--- src/rtl/cms_pkg.sv ---
// Package: shared sizes and command encodings for the comparand/mask shifter.
// Assumes the register width is a whole multiple of the width granule.
package cms_pkg;
    localparam int unsigned CMS_DATA_W = 64;
    localparam int unsigned CMS_SEG_W  = 16;

    // Register select: this encoding is used by both load and shift.
    typedef enum logic {
        SEL_CMP = 1'b0,
        SEL_MSK = 1'b1
    } reg_sel_e;

    // Shift direction.
    typedef enum logic {
        DIR_DOWN = 1'b0,
        DIR_UP   = 1'b1
    } shift_dir_e;
endpackage

--- src/rtl/cms_field_decode.sv ---
// Module: turns the partition code into the index of the top field bit and
// a mask of the bits inside the field. Code p selects (p+1)*SEG_W bits.
// Assumes DATA_W == SEG_W * 2**PART_W.
module cms_field_decode #(
    parameter int unsigned DATA_W = 64,
    parameter int unsigned SEG_W  = 16,
    parameter int unsigned PART_W = 2,
    parameter int unsigned IDX_W  = 6
) (
    input  logic [PART_W-1:0] part,
    output logic [IDX_W-1:0]  top_idx,
    output logic [DATA_W-1:0] field_mask
);
    localparam int unsigned NUM_SEG = DATA_W / SEG_W;

    // Purpose: index of the highest bit inside the field.
    always_comb begin
        top_idx = IDX_W'((32'(part) + 32'd1) * SEG_W - 32'd1);
    end

    // Purpose: segment s lies inside the field when the code is at least s.
    genvar s;
    generate
        for (s = 0; s < NUM_SEG; s++) begin : g_seg
            assign field_mask[s*SEG_W +: SEG_W] =
                {SEG_W{(32'(part) >= s)}};
        end
    endgenerate
endmodule

--- src/rtl/cms_shift_net.sv ---
// Module: combinational next value for a one-bit move inside the field.
// ROTATE=1 wraps the bit that leaves the field back in at the other end.
// ROTATE=0 lets that bit fall off, and the end bit copies its own value.
// Bits outside field_mask pass through unchanged. Assumes bit 0 is always
// inside the field.
module cms_shift_net #(
    parameter int unsigned DATA_W = 64,
    parameter int unsigned IDX_W  = 6,
    parameter bit          ROTATE = 1'b1
) (
    input  logic [DATA_W-1:0] cur,
    input  logic [IDX_W-1:0]  top_idx,
    input  logic [DATA_W-1:0] field_mask,
    input  logic              dir_up,
    output logic [DATA_W-1:0] nxt
);
    logic top_bit;

    // Purpose: pick the value currently held at the top of the field.
    always_comb begin
        top_bit = cur[top_idx];
    end

    genvar i;
    generate
        for (i = 0; i < DATA_W; i++) begin : g_bit
            localparam int unsigned ABOVE = (i < DATA_W - 1) ? i + 1 : i;
            localparam int unsigned BELOW = (i > 0) ? i - 1 : 0;
            logic at_top;
            logic down_val;
            logic up_val;

            assign at_top = (top_idx == IDX_W'(i));

            // Purpose: value for this bit when moving toward bit 0.
            always_comb begin
                if (at_top) begin
                    down_val = ROTATE ? cur[0] : cur[i];
                end else if (field_mask[i]) begin
                    down_val = cur[ABOVE];
                end else begin
                    down_val = cur[i];
                end
            end

            // Purpose: value for this bit when moving toward the top.
            if (i == 0) begin : g_low
                always_comb begin
                    up_val = ROTATE ? top_bit : cur[0];
                end
            end else begin : g_mid
                always_comb begin
                    up_val = field_mask[i] ? cur[BELOW] : cur[i];
                end
            end

            assign nxt[i] = dir_up ? up_val : down_val;
        end
    endgenerate
endmodule

--- src/rtl/cms_reg_slot.sv ---
// Module: one key register with a synchronous active-low clear, a parallel
// load and a shift update. Assumes the caller never asserts both strobes.
module cms_reg_slot #(
    parameter int unsigned DATA_W = 64
) (
    input  logic              clk,
    input  logic              rst_n,
    input  logic              ld_en,
    input  logic [DATA_W-1:0] ld_val,
    input  logic              upd_en,
    input  logic [DATA_W-1:0] upd_val,
    output logic [DATA_W-1:0] q
);
    // Purpose: clear, load or shift the stored word.
    always_ff @(posedge clk) begin
        if (!rst_n) begin
            q <= '0;
        end else if (ld_en) begin
            q <= ld_val;
        end else if (upd_en) begin
            q <= upd_val;
        end
    end
endmodule

--- src/rtl/cmp_mask_shifter.sv ---
// Module: comparand (rotating) and mask (sliding) registers. Shifts are
// limited to a run-time field width. A load beats a shift in the same cycle.
// Each shift acts only on the register named by shift_sel.
// Assumes DATA_W is a power-of-two multiple of SEG_W.
module cmp_mask_shifter
    import cms_pkg::*;
#(
    parameter int unsigned DATA_W = CMS_DATA_W,
    parameter int unsigned SEG_W  = CMS_SEG_W,
    parameter int unsigned PART_W = $clog2(DATA_W / SEG_W)
) (
    input  logic              clk,
    input  logic              rst_n,
    input  logic              load_en,
    input  logic              load_sel,
    input  logic [DATA_W-1:0] load_data,
    input  logic              shift_en,
    input  logic              shift_dir,
    input  logic              shift_sel,
    input  logic [PART_W-1:0] part_width,
    output logic [DATA_W-1:0] cmp_q,
    output logic [DATA_W-1:0] msk_q
);
    localparam int unsigned IDX_W  = $clog2(DATA_W);
    localparam int unsigned N_SLOT = 2;

    logic [IDX_W-1:0]  top_idx;
    logic [DATA_W-1:0] field_mask;
    logic [DATA_W-1:0] slot_q   [N_SLOT];
    logic [DATA_W-1:0] slot_nxt [N_SLOT];
    reg_sel_e          ld_tgt;
    reg_sel_e          sh_tgt;
    shift_dir_e        sh_dir;

    // Purpose: view the raw select and direction pins as typed codes.
    always_comb begin
        ld_tgt = reg_sel_e'(load_sel);
        sh_tgt = reg_sel_e'(shift_sel);
        sh_dir = shift_dir_e'(shift_dir);
    end

    cms_field_decode #(
        .DATA_W (DATA_W),
        .SEG_W  (SEG_W),
        .PART_W (PART_W),
        .IDX_W  (IDX_W)
    ) u_decode (
        .part       (part_width),
        .top_idx    (top_idx),
        .field_mask (field_mask)
    );

    // Slot 0 is the rotating comparand; slot 1 is the sliding mask.
    genvar g;
    generate
        for (g = 0; g < N_SLOT; g++) begin : g_slot
            logic ld_hit;
            logic sh_hit;

            assign ld_hit = load_en && (ld_tgt == reg_sel_e'(g));
            assign sh_hit = shift_en && !load_en && (sh_tgt == reg_sel_e'(g));

            cms_shift_net #(
                .DATA_W (DATA_W),
                .IDX_W  (IDX_W),
                .ROTATE (g == 0)
            ) u_net (
                .cur        (slot_q[g]),
                .top_idx    (top_idx),
                .field_mask (field_mask),
                .dir_up     (sh_dir == DIR_UP),
                .nxt        (slot_nxt[g])
            );

            cms_reg_slot #(
                .DATA_W (DATA_W)
            ) u_reg (
                .clk     (clk),
                .rst_n   (rst_n),
                .ld_en   (ld_hit),
                .ld_val  (load_data),
                .upd_en  (sh_hit),
                .upd_val (slot_nxt[g]),
                .q       (slot_q[g])
            );
        end
    endgenerate

    assign cmp_q = slot_q[0];
    assign msk_q = slot_q[1];
endmodule

--- config.mk ---
export PLATFORM = sky130hd
export DESIGN_NAME = cmp_mask_shifter
export DESIGN_NICKNAME = d
export VERILOG_FILES = /design/src/rtl/cms_pkg.sv /design/src/rtl/cms_field_decode.sv /design/src/rtl/cms_shift_net.sv /design/src/rtl/cms_reg_slot.sv /design/src/rtl/cmp_mask_shifter.sv
export SDC_FILE = /design/constraint.sdc
export NUM_CORES = 1
export LEC_CHECK = 0
export BUFFER_PORTS_ARGS = -buffer_cell sky130_fd_sc_hd__buf_2
export CAP_MARGIN = 10
export CELL_PAD_IN_SITES_DETAIL_PLACEMENT = 0
export CELL_PAD_IN_SITES_GLOBAL_PLACEMENT = 1
export CORE_ASPECT_RATIO = 0.9
export CORE_MARGIN = 5
export CORE_UTILIZATION = 30
export CTS_CLUSTER_SIZE = 10
export DETAILED_ROUTE_END_ITERATION = 16
export PLACE_DENSITY_LB_ADDON = 0.1
export SLEW_MARGIN = 40
export SYNTH_ARGS = -nofsm -noshare
export SYNTH_HDL_FRONTEND = slang
export SYNTH_SLANG_ARGS = --single-unit
--- constraint.sdc ---
create_clock -name clk -period 1.58 [get_ports clk]
set_input_delay 0.079 -clock clk [delete_from_list [all_inputs] [get_ports clk]]
set_output_delay 0.079 -clock clk [all_outputs]
set_load 0.05 [all_outputs]
=== Word level (Yosys, flattened, before mapping) ===
Index checks and enable logic that the tools add are counted.

* Register bits: 128
* Input port bits: 73
* Output and inout bits: 128

* Add/sub/neg operators: 2
* Magnitude comparators: 4
* Equality and inequality tests: 131
* Muxes and demuxes: 367
* Bitwise operators: 2
* Reduce and logical (&&, ||, !) cells: 174

{| class="wikitable"
|+ Operator list
! cell !! number
|-
| 2-to-1 mux 1 bit || 362
|-
| AND reduction 3 bit || 97
|-
| 2-to-1 mux 64 bit || 4
|-
| equality test 6 bit, second input constant || 32
|-
| inequality test 3 bit, second input constant || 63
|-
| nonzero test 3 bit || 48
|-
| equality test 6 x 5 -> 1 bit, second input constant || 16
|-
| equality test 6 x 4 -> 1 bit, second input constant || 8
|-
| AND reduction 2 bit || 16
|-
| equality test 6 x 3 -> 1 bit, second input constant || 4
|-
| equality test 6 x 2 -> 1 bit, second input constant || 2
|-
| nonzero test 2 bit || 6
|-
| inequality test 3 x 1 -> 1 bit, second input constant || 3
|-
| less-than comparator 6 x 7 -> 1 bit, second input constant || 1
|-
| binary-select mux 1 bit (select 6 bit) || 1
|-
| equality test 6 x 1 -> 1 bit, second input constant || 1
|-
| zero test 6 bit || 1
|-
| subtractor 6 x 1 -> 6 bit, second input constant || 1
|-
| logical AND 1 bit || 5
|-
| greater-or-equal comparator 2 bit, second input constant || 2
|-
| adder 2 x 1 -> 2 bit, second input constant || 1
|-
| greater-or-equal comparator 2 x 1 -> 1 bit, second input constant || 1
|-
| inequality test 2 x 1 -> 1 bit, second input constant || 1
|-
| inequality test 2 bit, second input constant || 1
|-
| 2 further kinds || 3
|}

=== Longest topological paths before layout ===
* Depth after elaboration: 7
* Gate-level depth with buffers: 7

=== Cells and area by module ===
From an unflattened synthesis, not the netlist that was laid out.

* Cells, all modules: 1,629
* Area total of the unflattened synthesis: 14,254.9 µm²

{| class="wikitable"
|+ Modules (own cells, without submodules)
! module !! instances !! cells an instance !! area each (µm²)
|-
| cms_reg_slot || 2 || 284 || 3,499.6
|-
| cms_shift_net at g_slot[0].u_net || 1 || 473 || 3,393.3
|-
| cms_shift_net at g_slot[1].u_net || 1 || 509 || 3,270.6
|-
| cms_field_decode || 1 || 75 || 563.0
|-
| cmp_mask_shifter || 1 || 4 || 28.8
|}

=== Worst setup path before layout ===
OpenSTA, ideal clock, no wires.

* Path type: input to register
* Start point: input part_width[0]
* End point: register g_slot[0].u_reg.q[35]
* Arrival time: 1,322 ps
* Data required time: 1,510 ps
* Setup slack: 188 ps
* Stages: 7
* Buffers on the path: 1
* Cell sequence: inv_1 -> ha_1 -> or2_2 -> a21oi_2 -> buf_2 -> nand2_1 -> a21oi_1

* Word-level cells in the longest chain between the ends: 7

{| class="wikitable"
|+ Ends and longest elaborated chain
! item !! line !! text
|-
| start, declared || cmp_mask_shifter.sv:20 || <nowiki>input logic [PART_W-1:0] part_width,</nowiki>
|-
| adder 2 x 1 -> 2 bit || cms_field_decode.sv:18 || <nowiki>top_idx = IDX_W'((32'(part) + 32'd1) * SEG_W - 32'd1);</nowiki>
|-
| subtractor 6 x 1 -> 6 bit || cms_field_decode.sv:18 ||
|-
| equality test 6 bit || cms_shift_net.sv:33 || <nowiki>assign at_top = (top_idx == IDX_W'(i));</nowiki>
|-
| 2-to-1 mux 1 bit || cms_shift_net.sv:37 || <nowiki>if (at_top) begin</nowiki>
|-
| 2-to-1 mux 1 bit || cms_shift_net.sv:57 || <nowiki>assign nxt[i] = dir_up ? up_val : down_val;</nowiki>
|-
| 2-to-1 mux 64 bit || cms_reg_slot.sv:20 || <nowiki>end else if (upd_en) begin</nowiki>
|-
| 2-to-1 mux 64 bit || cms_reg_slot.sv:18 || <nowiki>end else if (ld_en) begin</nowiki>
|-
| end signal, assigned || cms_reg_slot.sv:19 || <nowiki>q <= ld_val;</nowiki>
|-
| end signal, assigned || cms_reg_slot.sv:21 || <nowiki>q <= upd_val;</nowiki>
|-
| end, declared || cms_reg_slot.sv:12 || <nowiki>output logic [DATA_W-1:0] q</nowiki>
|}

Several ways; a longest one is shown, not always the timed one. The select of a mux whose other input is x is not followed.
A chain may end at the register's enable or synchronous reset.

=== Worst setup path after layout ===
* Start point: register g_slot[0].u_reg.q[0]
* End point: output cmp_q[0]

{| class="wikitable"
|+ RTL lines
! item !! line !! text
|-
| end, declared || cmp_mask_shifter.sv:21 || <nowiki>output logic [DATA_W-1:0] cmp_q,</nowiki>
|}

No word-level cell between the ends.

==> results.toml <==
[synth]
synth_flop_cell = "dfxtp_1"
netlist_top_cells_area = "dfxtp_1 (32%), mux2i_1 (16%), buf_4 (13%)"
async_reset_ff_share_pct = 0
yosysUniqueCellTypes = 43
yosysSeqAreaShare_pct = 31.94
synth_warnings = 0
synth_seq_cells = 128
synth_top_area_share_pct = 31.94
syn_nets = 1060
synth_area_um2 = 8024
synth_area_leader_cell = "dfxtp_1"
synth.most_common_cell = "nand2_1"
yosys-top-cells-count = "nand2_1 (170), buf_4 (137), dfxtp_1 (128)"
avgSynthCellArea_um2 = 8.171
synth_edf_count = 0
syn_inst = 982

[hold_path]
min_to = "g_slot[1].u_reg.q[40]"
hp-start = "load_data[40]"
hold_path.class = "in2reg"
whs_path_depth = 3

[detailed_routing]
drt-initial-drc-count = 348
avgRoutedWirePerCell_um = 18.52
routed_wl_um = 26820
drc = 0
drtAntennaViolNets = 0
drt_first_pass_iters = 5
vias_per_cell = 4.937
vias = 7149

[sta]
rsz0062_at_grt = "no"
skew_ns = 0.01407
whs_ns = 0.01989
maxSlewViolCount = 0
tightestPinTransition_ns = 0.5502
relSlewSlack_pct = 63.32
hold_viol = 0
final-setup-viol-count = 0
timing.final.crit_share_pct = 87.96
setup_ws_ns = 0.1902
tns_ns = 0
fmax_mhz = 719.6
min_period_ns = 1.390

[pwr]
vdd_drop_max_uv = 603.1
power_mw = 10.12
powerDensity_nw_per_um2 = 1033
leakagePower_nw = 4.469

[critical_path]
r2r_setup_slack_ns = 0.36
path_cells = "buf_2"
crit_path_end_kind = "output pin"
r2r_start = "g_slot[0].u_reg.q[63]"
cpPeakStageDelay_ns = 0.55
crit_path_max_fanout = 7
cp_top_family = "flip-flops"
r2r_cells = 3
cpMaxStageDelayCell = "dfxtp_1"
crit_type = "reg2out"
crit_buf_inv = 1
rr_endpoint = "g_slot[0].u_reg.q[0]"
start_kind = "register"
cp_data_arrival_time_ns = 1.31
cp_data_required_time_ns = 1.50

[global_routing]
grt_pass1_wl_um = 41630
grt_use_total_pct = 17.41
grt_overflow = 0
grt_max_degree = 77
grt_pass1_vias = 6977
antenna_found_initial = 3

[cells_and_area]
diodes = 0
drive_above_1_share_pct = 27.36
largest_register_ffs = 128
fin_area_um2 = 9797
finalNetCount = 1165
regMostFlops = "g_slot.u_reg.q"
reg_top3 = "g_slot.u_reg.q x128"
instances_no_fill = 1448
area_growth_pct = 22.10
utilization_pct = 37.39

[place]
post_dp_cell_area_um2 = 8637
dp_slack_ns = 0.05052
place_congestion = 0.7670
numPortBuffers = 200
hpwl_um = 19080
dpl.cell_count = 1367

[floorplan]
ios = 201
die_y_um = 165.2
core_um2 = 26210
initial_core_util_pct = 30.62
die_w_um = 182.4
dieArea_um2 = 30120
num_rows = 56

[clock_tree]
cts_setup_buffers = 0
cts_buffer_depth = 2
h-tree-depth = 4
numCtsBuffers = 17
cts_resized = 0
cts-root-buf = "clkbuf_16"
numClockSinks = 128
cts_tree = "yes"
clock_latency_ns = 0.42
path_clk_slew_ns = 0.07

[status]
outcome = "complete, no violations"

[run]
max_cap_violations = 0
## power breakdown
group | total [mW] | leakage, nW | internal (mW) | switching, mW
sequential | 3.57 | 1.04 | 3.38 | 0.189
clock | 4.54 | 0.317 | 2.95 | 1.59
combinational | 2.01 | 3.11 | 0.700 | 1.31
## cells in the final DEF (no fill, tap or decap), types with 2 or more instances in the layout
master,instances
buf_2,199
nand2_1,169
dfxtp_1,128
mux2i_1,127
a21oi_1,113
o211ai_1,76
dlygate4sd3_1,49
nor2_1,35
o21ai_0,29
buf_4,23
nand3_1,18
clkbuf_16,17
o2bb2ai_1,16
mux2_2,15
buf_12,15
o21ai_1,14
ha_1,5
bufinv_16,5
inv_1,4
nand2_2,3
clkbuf_8,3
inv_6,3
clkinvlp_4,3
nor3_1,2
a21o_1,2
a21oi_4,2
## logic make-up (layout without fill, tap and decap cells)
| kind of cell | after synthesis | count (layout) | synth area share, % |
|---|---|---|---|
| AOI/OAI and AO/OA | 261 | 261 | 20.21 |
| adders and majority gates | 5 | 5 | 0.7797 |
| buffers and inverters | 206 | 324 | 16.64 |
| DFF | 128 | 128 | 31.94 |
| muxes | 143 | 143 | 18.23 |
| and+or+nand+nor | 239 | 239 | 12.21 |
## final cells by class
| cell class | instances | area, um2 |
|---|---|---|
| Clock inverter | 11 | 198.9 |
| Sequential cell | 128 | 2562 |
| Inverter | 5 | 18.77 |
| Fill cell | 2831 | 16410 |
| Timing Repair Buffer | 287 | 1971 |
| Multi-Input combinational cell | 648 | 4140 |
| Tap cell | 348 | 435.4 |
| Clock buffer | 21 | 470.5 |
## worst max-delay path by stage
stage                          from                    end  slack (ns)  cells past startpoint
6_report       g_slot[0].u_reg.q[0]               cmp_q[0]        0.19                      1
5_1_grt        g_slot[0].u_reg.q[0]               cmp_q[0]        0.12                      1
4_1_cts        g_slot[0].u_reg.q[0]               cmp_q[0]        0.14                      1
3_5_place_dp          part_width[0]  g_slot[0].u_reg.q[37]        0.05                      8
3_3_place_gp          part_width[0]  g_slot[0].u_reg.q[32]        0.09                      8
2_1_floorplan         part_width[0]  g_slot[0].u_reg.q[35]        0.19                      7
## what timing repair did
action | in CTS | in global routing
hold buffers | 49 | 0
endpoints found under the setup margin | 0 | 0
hold endpoints to repair | 81 | 0
## layer usage
metal / routed length [um] / global-route usage [%] / vias to the layer above
met4: 235 / 3.956 / 6
met1: 13100 / 24.28 / 3412
met2: 12180 / 27.43 / 164
met5: 34 / 0 / -
li1: - / - / 3548
met3: 1265 / 4.161 / 19
Power figures use the tool's default switching activity.
